`config.mk`:
```
export PLATFORM = sky130hd
export DESIGN_NAME = edo_delay_calc
export DESIGN_NICKNAME = d
export VERILOG_FILES = /design/src/rtl/edo_calc_pkg.sv /design/src/rtl/edo_operand_prep.sv /design/src/rtl/edo_serial_divider.sv /design/src/rtl/edo_round_sat.sv /design/src/rtl/edo_delay_calc.sv
export SDC_FILE = /design/constraint.sdc
export NUM_CORES = 1
export LEC_CHECK = 0
export ABC_CLOCK_PERIOD_IN_PS = 12800
export BUFFER_PORTS_ARGS = -buffer_cell sky130_fd_sc_hd__buf_2
export CAP_MARGIN = 20
export CORE_MARGIN = 4
export CORE_UTILIZATION = 40
export DETAILED_ROUTE_END_ITERATION = 6
export HOLD_SLACK_MARGIN = 0.05
export SETUP_SLACK_MARGIN = 0.05
export SLEW_MARGIN = 20
export SYNTH_ARGS = -nofsm -noshare
export SYNTH_HDL_FRONTEND = slang
export SYNTH_SLANG_ARGS = --single-unit
export TNS_END_PERCENT = 30
```
`constraint.sdc`:
```
create_clock -name clk -period 12.8 [get_ports clk]
set_input_delay 2.56 -clock clk [delete_from_list [all_inputs] [get_ports clk]]
set_output_delay 2.56 -clock clk [all_outputs]
set_load 0.01 [all_outputs]
```
`src/rtl/edo_calc_pkg.sv`:
```
package edo_calc_pkg;
   // all times in tenths of a nanosecond
   localparam int T_REA_M5  = 160;
   localparam int T_REA_M4  = 200;
   localparam int ADJ_C     = 40;
   localparam int THR_STD   = 160;
   localparam int THR_ALT   = 120;
   localparam int DLY_STEPS = 8;
   localparam int SCALE     = 10;
   localparam int BUSY_TMO  = 16'h9000;
   localparam int MAX_BASE  = T_REA_M4 + ADJ_C;
   localparam int DVD_MAX   = MAX_BASE * DLY_STEPS * SCALE;

   typedef struct packed {
      logic mode5;
      logic half;
   } edo_cfg_t;
endpackage

```
`src/rtl/edo_operand_prep.sv`:
```
module edo_operand_prep
   import edo_calc_pkg::*;
#(
   parameter int PERIOD_W = 12,
   parameter int DVD_W    = 15
) (
   input  logic [PERIOD_W-1:0] period,
   input  logic                mode5,
   input  logic                alt_thr,
   output logic                half,
   output logic [PERIOD_W-1:0] rp,
   output logic [DVD_W-1:0]    dividend
);
   localparam logic [DVD_W-1:0] MULT = DVD_W'(DLY_STEPS * SCALE);

   logic [PERIOD_W-1:0] thr;
   logic [PERIOD_W-1:0] base;

   always_comb begin
      thr  = alt_thr ? PERIOD_W'(THR_ALT) : PERIOD_W'(THR_STD);
      base = mode5 ? PERIOD_W'(T_REA_M5 + ADJ_C) : PERIOD_W'(T_REA_M4 + ADJ_C);
      half = (period > thr);
      rp   = half ? (period >> 1) : period;
      if (period < base)
         dividend = DVD_W'(base - period) * MULT;
      else
         dividend = '0;
   end
endmodule

```
`src/rtl/edo_serial_divider.sv`:
```
module edo_serial_divider #(
   parameter int DVD_W = 15,
   parameter int DVS_W = 12
) (
   input  logic             clk,
   input  logic             rst_n,
   input  logic             load,
   input  logic [DVD_W-1:0] dividend,
   input  logic [DVS_W-1:0] divisor,
   output logic             busy,
   output logic             fin,
   output logic [DVD_W-1:0] quotient
);
   localparam int CNT_W = $clog2(DVD_W + 1);

   logic [DVS_W:0]   rem_q;
   logic [DVD_W-1:0] quo_q;
   logic [DVS_W-1:0] dvs_q;
   logic [CNT_W-1:0] cnt_q;
   logic [DVS_W:0]   shifted;
   logic [DVS_W:0]   trial;
   logic             fits;

   always_comb begin
      shifted = {rem_q[DVS_W-1:0], quo_q[DVD_W-1]};
      trial   = shifted - {1'b0, dvs_q};
      fits    = (shifted >= {1'b0, dvs_q});
   end

   always_ff @(posedge clk or negedge rst_n) begin
      if (!rst_n) begin
         rem_q <= '0;
         quo_q <= '0;
         dvs_q <= '0;
         cnt_q <= '0;
         busy  <= 1'b0;
         fin   <= 1'b0;
      end else begin
         fin <= 1'b0;
         if (load && !busy) begin
            rem_q <= '0;
            quo_q <= dividend;
            dvs_q <= divisor;
            cnt_q <= CNT_W'(DVD_W);
            busy  <= 1'b1;
         end else if (busy) begin
            rem_q <= fits ? trial : shifted;
            quo_q <= {quo_q[DVD_W-2:0], fits};
            cnt_q <= cnt_q - 1'b1;
            if (cnt_q == CNT_W'(1)) begin
               busy <= 1'b0;
               fin  <= 1'b1;
            end
         end
      end
   end

   assign quotient = quo_q;


   fin_pulse_chk: assert property (@(posedge clk) disable iff (!rst_n)
      fin |=> !fin);

   fin_after_run_chk: assert property (@(posedge clk) disable iff (!rst_n)
      fin |-> ($past(busy) && !busy));
endmodule

```
`src/rtl/edo_round_sat.sv`:
```
module edo_round_sat #(
   parameter int Q_W   = 15,
   parameter int DLY_W = 4
) (
   input  logic [Q_W-1:0]   quot,
   output logic [DLY_W-1:0] code
);
   localparam int SUM_W = Q_W + 1;
   localparam logic [SUM_W-1:0] LIM  = SUM_W'((2 ** DLY_W) * 10);
   localparam logic [SUM_W-1:0] TEN  = SUM_W'(10);
   localparam logic [SUM_W-1:0] HALF = SUM_W'(5);

   logic [SUM_W-1:0] sum;

   always_comb begin
      sum = {1'b0, quot} + HALF;
      if (sum >= LIM)
         code = '1;
      else
         code = DLY_W'(sum / TEN);
   end
endmodule

```
`src/rtl/edo_delay_calc.sv`:
```
module edo_delay_calc
   import edo_calc_pkg::*;
#(
   parameter int PERIOD_W = 12,
   parameter int CNT_W    = 4,
   parameter int BUSY_W   = 16,
   parameter int DLY_W    = 4
) (
   input  logic                clk,
   input  logic                rst_n,
   input  logic                start,
   input  logic [PERIOD_W-1:0] period_dns,
   input  logic                mode5_sel,
   input  logic                alt_thr_sel,
   output logic                done,
   output logic [CNT_W-1:0]    data_setup,
   output logic [CNT_W-1:0]    data_hold,
   output logic [CNT_W-1:0]    addr_setup,
   output logic [BUSY_W-1:0]   busy_timeout,
   output logic                half_period,
   output logic [DLY_W-1:0]    delay_code
);
   localparam int DVD_W = $clog2(DVD_MAX + 1);

   initial begin
      if (PERIOD_W < 8) $error("PERIOD_W must hold the access-time base");
      if (BUSY_W < 16) $error("BUSY_W too narrow for the busy timeout");
      if (CNT_W < 1 || DLY_W < 1) $error("count widths must be positive");
   end

   logic                accept;
   logic                run;
   logic                div_busy;
   logic                div_fin;
   logic                prep_half;
   logic [PERIOD_W-1:0] prep_rp;
   logic [DVD_W-1:0]    prep_dvd;
   logic [DVD_W-1:0]    quot;
   logic [DLY_W-1:0]    code_nxt;
   edo_cfg_t            cfg_q;

   assign accept = start && !run;

   edo_operand_prep #(.PERIOD_W(PERIOD_W), .DVD_W(DVD_W)) prep_i (
      .period   (period_dns),
      .mode5    (mode5_sel),
      .alt_thr  (alt_thr_sel),
      .half     (prep_half),
      .rp       (prep_rp),
      .dividend (prep_dvd)
   );

   edo_serial_divider #(.DVD_W(DVD_W), .DVS_W(PERIOD_W)) div_i (
      .clk      (clk),
      .rst_n    (rst_n),
      .load     (accept),
      .dividend (prep_dvd),
      .divisor  (prep_rp),
      .busy     (div_busy),
      .fin      (div_fin),
      .quotient (quot)
   );

   edo_round_sat #(.Q_W(DVD_W), .DLY_W(DLY_W)) rnd_i (
      .quot (quot),
      .code (code_nxt)
   );

   always_ff @(posedge clk or negedge rst_n) begin
      if (!rst_n) begin
         run          <= 1'b0;
         cfg_q        <= '0;
         done         <= 1'b0;
         data_setup   <= '0;
         data_hold    <= '0;
         addr_setup   <= '0;
         busy_timeout <= '0;
         half_period  <= 1'b0;
         delay_code   <= '0;
      end else begin
         done <= 1'b0;
         if (accept) begin
            run         <= 1'b1;
            cfg_q.mode5 <= mode5_sel;
            cfg_q.half  <= prep_half;
         end else if (div_fin) begin
            run          <= 1'b0;
            done         <= 1'b1;
            data_setup   <= CNT_W'(1);
            data_hold    <= CNT_W'(1);
            addr_setup   <= CNT_W'(cfg_q.mode5);
            busy_timeout <= BUSY_W'(BUSY_TMO);
            half_period  <= cfg_q.half;
            delay_code   <= code_nxt;
         end
      end
   end


   done_pulse_chk: assert property (@(posedge clk) disable iff (!rst_n)
      done |=> !done);

   busy_no_done_chk: assert property (@(posedge clk) disable iff (!rst_n)
      (run && !div_fin) |=> !done);

   div_inside_run_chk: assert property (@(posedge clk) disable iff (!rst_n)
      div_busy |-> run);

   fixed_fields_chk: assert property (@(posedge clk) disable iff (!rst_n)
      done |-> (data_setup == CNT_W'(1) && data_hold == CNT_W'(1)
                && busy_timeout == BUSY_W'(BUSY_TMO)));

   hold_outputs_chk: assert property (@(posedge clk) disable iff (!rst_n)
      !done |-> ($stable(delay_code) && $stable(half_period)));
endmodule

```
==> flow_summary.json <==
{
  "slew_violations": 0,
  "grt_pass1_wl_um": 26000,
  "die_area_mm2": 0.0169,
  "path_max_fanout": 13,
  "antenna_cells": 0,
  "wirelength_um": 15600,
  "hold_ws_ns": 0.463,
  "io_buffers": 27,
  "period_minus_slack_ns": 5.62,
  "worstMarginPinSlew_ns": 1.03,
  "start_util_pct": 40.9,
  "cts.sinks": 56,
  "clkTransAtPathRegs_ns": 0.07,
  "p_leak_nw": 2.66,
  "die_w_um": 130,
  "place_ws_ns": 7.13,
  "antenna_left": 0,
  "drt_pass1_iterations": 5,
  "grt_max_degree": 57,
  "fp.dieH_um": 130,
  "synthCells": 728,
  "tns_ns": 0,
  "io_pins": 51,
  "antenna_found_initial": 0,
  "final_common_cell": "nand2_1",
  "cp-end-kind": "register",
  "viasPerCell": 6.01,
  "reg2regPathDepth": 17,
  "fillers": 1439,
  "dpl_cell_area_mm2": 0.00606,
  "power_mw": 0.408,
  "core_mm2": 0.0146,
  "hp-class": "register to register",
  "worstReg2RegEnd": "delay_code[1]$_DFFE_PN0P_",
  "status": "completed",
  "cpPeakStageDelay_ns": 0.73,
  "track_usage_pct": 18.7,
  "htreeDepth": 2,
  "place_hpwl_um": 11800,
  "cts_resized": 0,
  "criticalPathCategory": "register to register",
  "wire_per_inst_um": 17.2,
  "drive_gt1_share_pct": 10.9,
  "yosys_warnings": 0,
  "cp-start-kind": "register",
  "numCtsBuffers": 5,
  "cp_data_required_time_ns": 12.95,
  "cts_tree": "yes",
  "synth_flop_cell": "dfrtp_1",
  "grt_pass1_vias": 5139,
  "clk_latency_ns": 0.30,
  "finalClockSkew_ns": 0.00829,
  "cts_root_buf": "clkbuf_16",
  "ys_types": 94,
  "whs_endpoint": "run$_DFFE_PN0P_",
  "synth.ff_latch_count": 56,
  "setup_ws_ns": 7.18,
  "holdBufCountCts": 0,
  "overflow": 0,
  "placementRows": 44,
  "regToRegSetupSlack_ns": 7.18,
  "cp_cell_sequence": "ha_1, o211a_2, nand3_1, xor2_1, o21ai_1, o22ai_1, nand2_1, a311oi_2, a31oi_1, mux2i_1, nor2_1, nand3_1, or3b_1, nand2b_4, and2_4, o41ai_1, a21oi_1",
  "synth_edf_count": 0,
  "netlist_area_mm2": 0.00596,
  "hold_path_depth": 1,
  "syn_avg_cell_area_um2": 8.19,
  "finalHoldViolations": 0,
  "drt-initial-drc-count": 396,
  "max-vdd-ir-drop_mv": 0.0658,
  "dr_total_vias": 5451,
  "max_freq_ghz": 0.178,
  "fin_crit_sh_pct": 43.9,
  "synthArstFlopShare_pct": 100,
  "maxCapViolCount": 0,
  "drc": 0,
  "cp.arrival_ns": 5.77,
  "cp_slowest_cell": "mux2i_1",
  "postLayoutCellArea_mm2": 0.00623,
  "setup_viol": 0,
  "rsz0062_at_grt": "false",
  "crit_start": "div_i.quotient[0]$_DFFE_PN0P_",
  "syn2layout_area_growth_pct": 4.53,
  "seq_area_frac_synth_pct": 23.5,
  "min_from": "div_i.fin$_DFF_PN0_",
  "relSlewSlack_pct": 31.2,
  "crit-reg2reg-launch": "div_i.quotient[0]$_DFFE_PN0P_",
  "fin_nets": 779,
  "power-per-cell-area_mw_per_mm2": 65.4,
  "cts_setup_buffers": 0,
  "mostFrequentLayoutCells": "62 x nand2_1, 56 x dfrtp_1, 53 x o21ai_0",
  "worst_path_most_repeated_cell": "nand3_1",
  "place_congestion": 0.950,
  "clockBufferDepth": 2
}
[metrics by stage]
stage               std cells  util (%)
finish                    907      42.7
global route              907      42.7
CTS                       907      42.7
detailed placement        899      41.6
global placement          899      41.6
floorplan                 750         -
[registers in the layout, summed over array words and instances (netlist names), 2 cells and up]
| name | cells |
|---|---|
| div_i.quotient | 15 |
| delay_code | 4 |
| div_i.rem_q | 12 |
| div_i.cnt_q | 4 |
| cfg_q | 2 |
| div_i.dvs_q | 12 |
[synth_stat cells, types with 6 or more instances]
library cell  count  share of area [%]
a211o_1           7                1.0
a21o_1           16                2.0
a21oi_1          39                3.3
a221oi_1          8                1.2
a22o_1           11                1.6
a22oi_1          15                1.9
a31oi_1          17                1.8
buf_2            13                1.1
buf_4            31                3.9
clkbuf_1         19                1.2
dfrtp_1          56                 23
ha_1             38                8.0
inv_1            38                2.4
mux2i_1           7                1.2
nand2_1          62                3.9
nand2b_1          7               0.73
nand3_1          22                1.8
nand4_1           7               0.73
nor2_1           43                2.7
nor2b_1           7               0.73
nor3_1           15                1.3
o211ai_1         10                1.3
o21ai_0          53                4.4
o21ai_1           7               0.59
o22ai_1           6               0.63
xnor2_1          35                5.1
xor2_1           19                2.8
[critical path: cells and delay by family (launching register included)]
family | cells | cell delay [ns]
xor gates and xnor gates | 1 | 0.62
and+or+nand+nor | 7 | 1.33
adders and majority gates | 1 | 0.34
muxes | 1 | 0.73
DFF | 1 | 0.48
AOI/OAI and AO/OA | 7 | 1.96
[layer usage]
metal | up-vias | global-route usage (%) | share of wire (%)
li1 | 2611 | - | -
met5 | - | 0 | 0
met2 | 190 | 30.2 | 46
met4 | 0 | 5.62 | 2.5
met1 | 2617 | 26.5 | 46
met3 | 33 | 1.76 | 4.8
[final cells by class]
type / instances / area, um2 / share of cell area [%]
clock buffer: 5 / 125 / 2.01
timing repair buffer: 33 / 180 / 2.89
clock inverter: 3 / 46.3 / 0.743
inverter: 39 / 146 / 2.35
multi-input combinational: 587 / 4110 / 65.8
sequential: 56 / 1400 / 22.5
tap: 184 / 230 / 3.69
[worst max-delay path by stage]
stage,endpoint,slack (ns),cells past startpoint
floorplan,div_i.quotient[14]$_DFFE_PN0P_,7.65,15
global placement,div_i.quotient[14]$_DFFE_PN0P_,7.27,16
detailed placement,div_i.quotient[14]$_DFFE_PN0P_,7.13,16
CTS,delay_code[1]$_DFFE_PN0P_,7.25,16
global route,delay_code[1]$_DFFE_PN0P_,6.64,16
finish,delay_code[1]$_DFFE_PN0P_,7.18,17
[where the power goes]
| group | leakage [nW] | internal [mW] | switching [mW] |
|---|---|---|---|
| clock | 0.0857 | 0.0934 | 0.0648 |
| sequential | 0.715 | 0.177 | 0 |
| combinational | 1.86 | 0.0322 | 0.0408 |
[cells by family (layout without fill, tap and decap cells)]
group	after synthesis	after routing	share of synthesized area (%)
AOI/OAI and AO/OA	248	248	29.6
and+or+nand+nor	209	209	18.6
buffers and inverters	107	80	9.25
DFF	56	56	23.5
xor gates and xnor gates	55	55	8.20
adders and majority gates	41	41	8.81
muxes	11	11	1.99
other	1	23	0.0629
(Power assumes the default switching activity.)
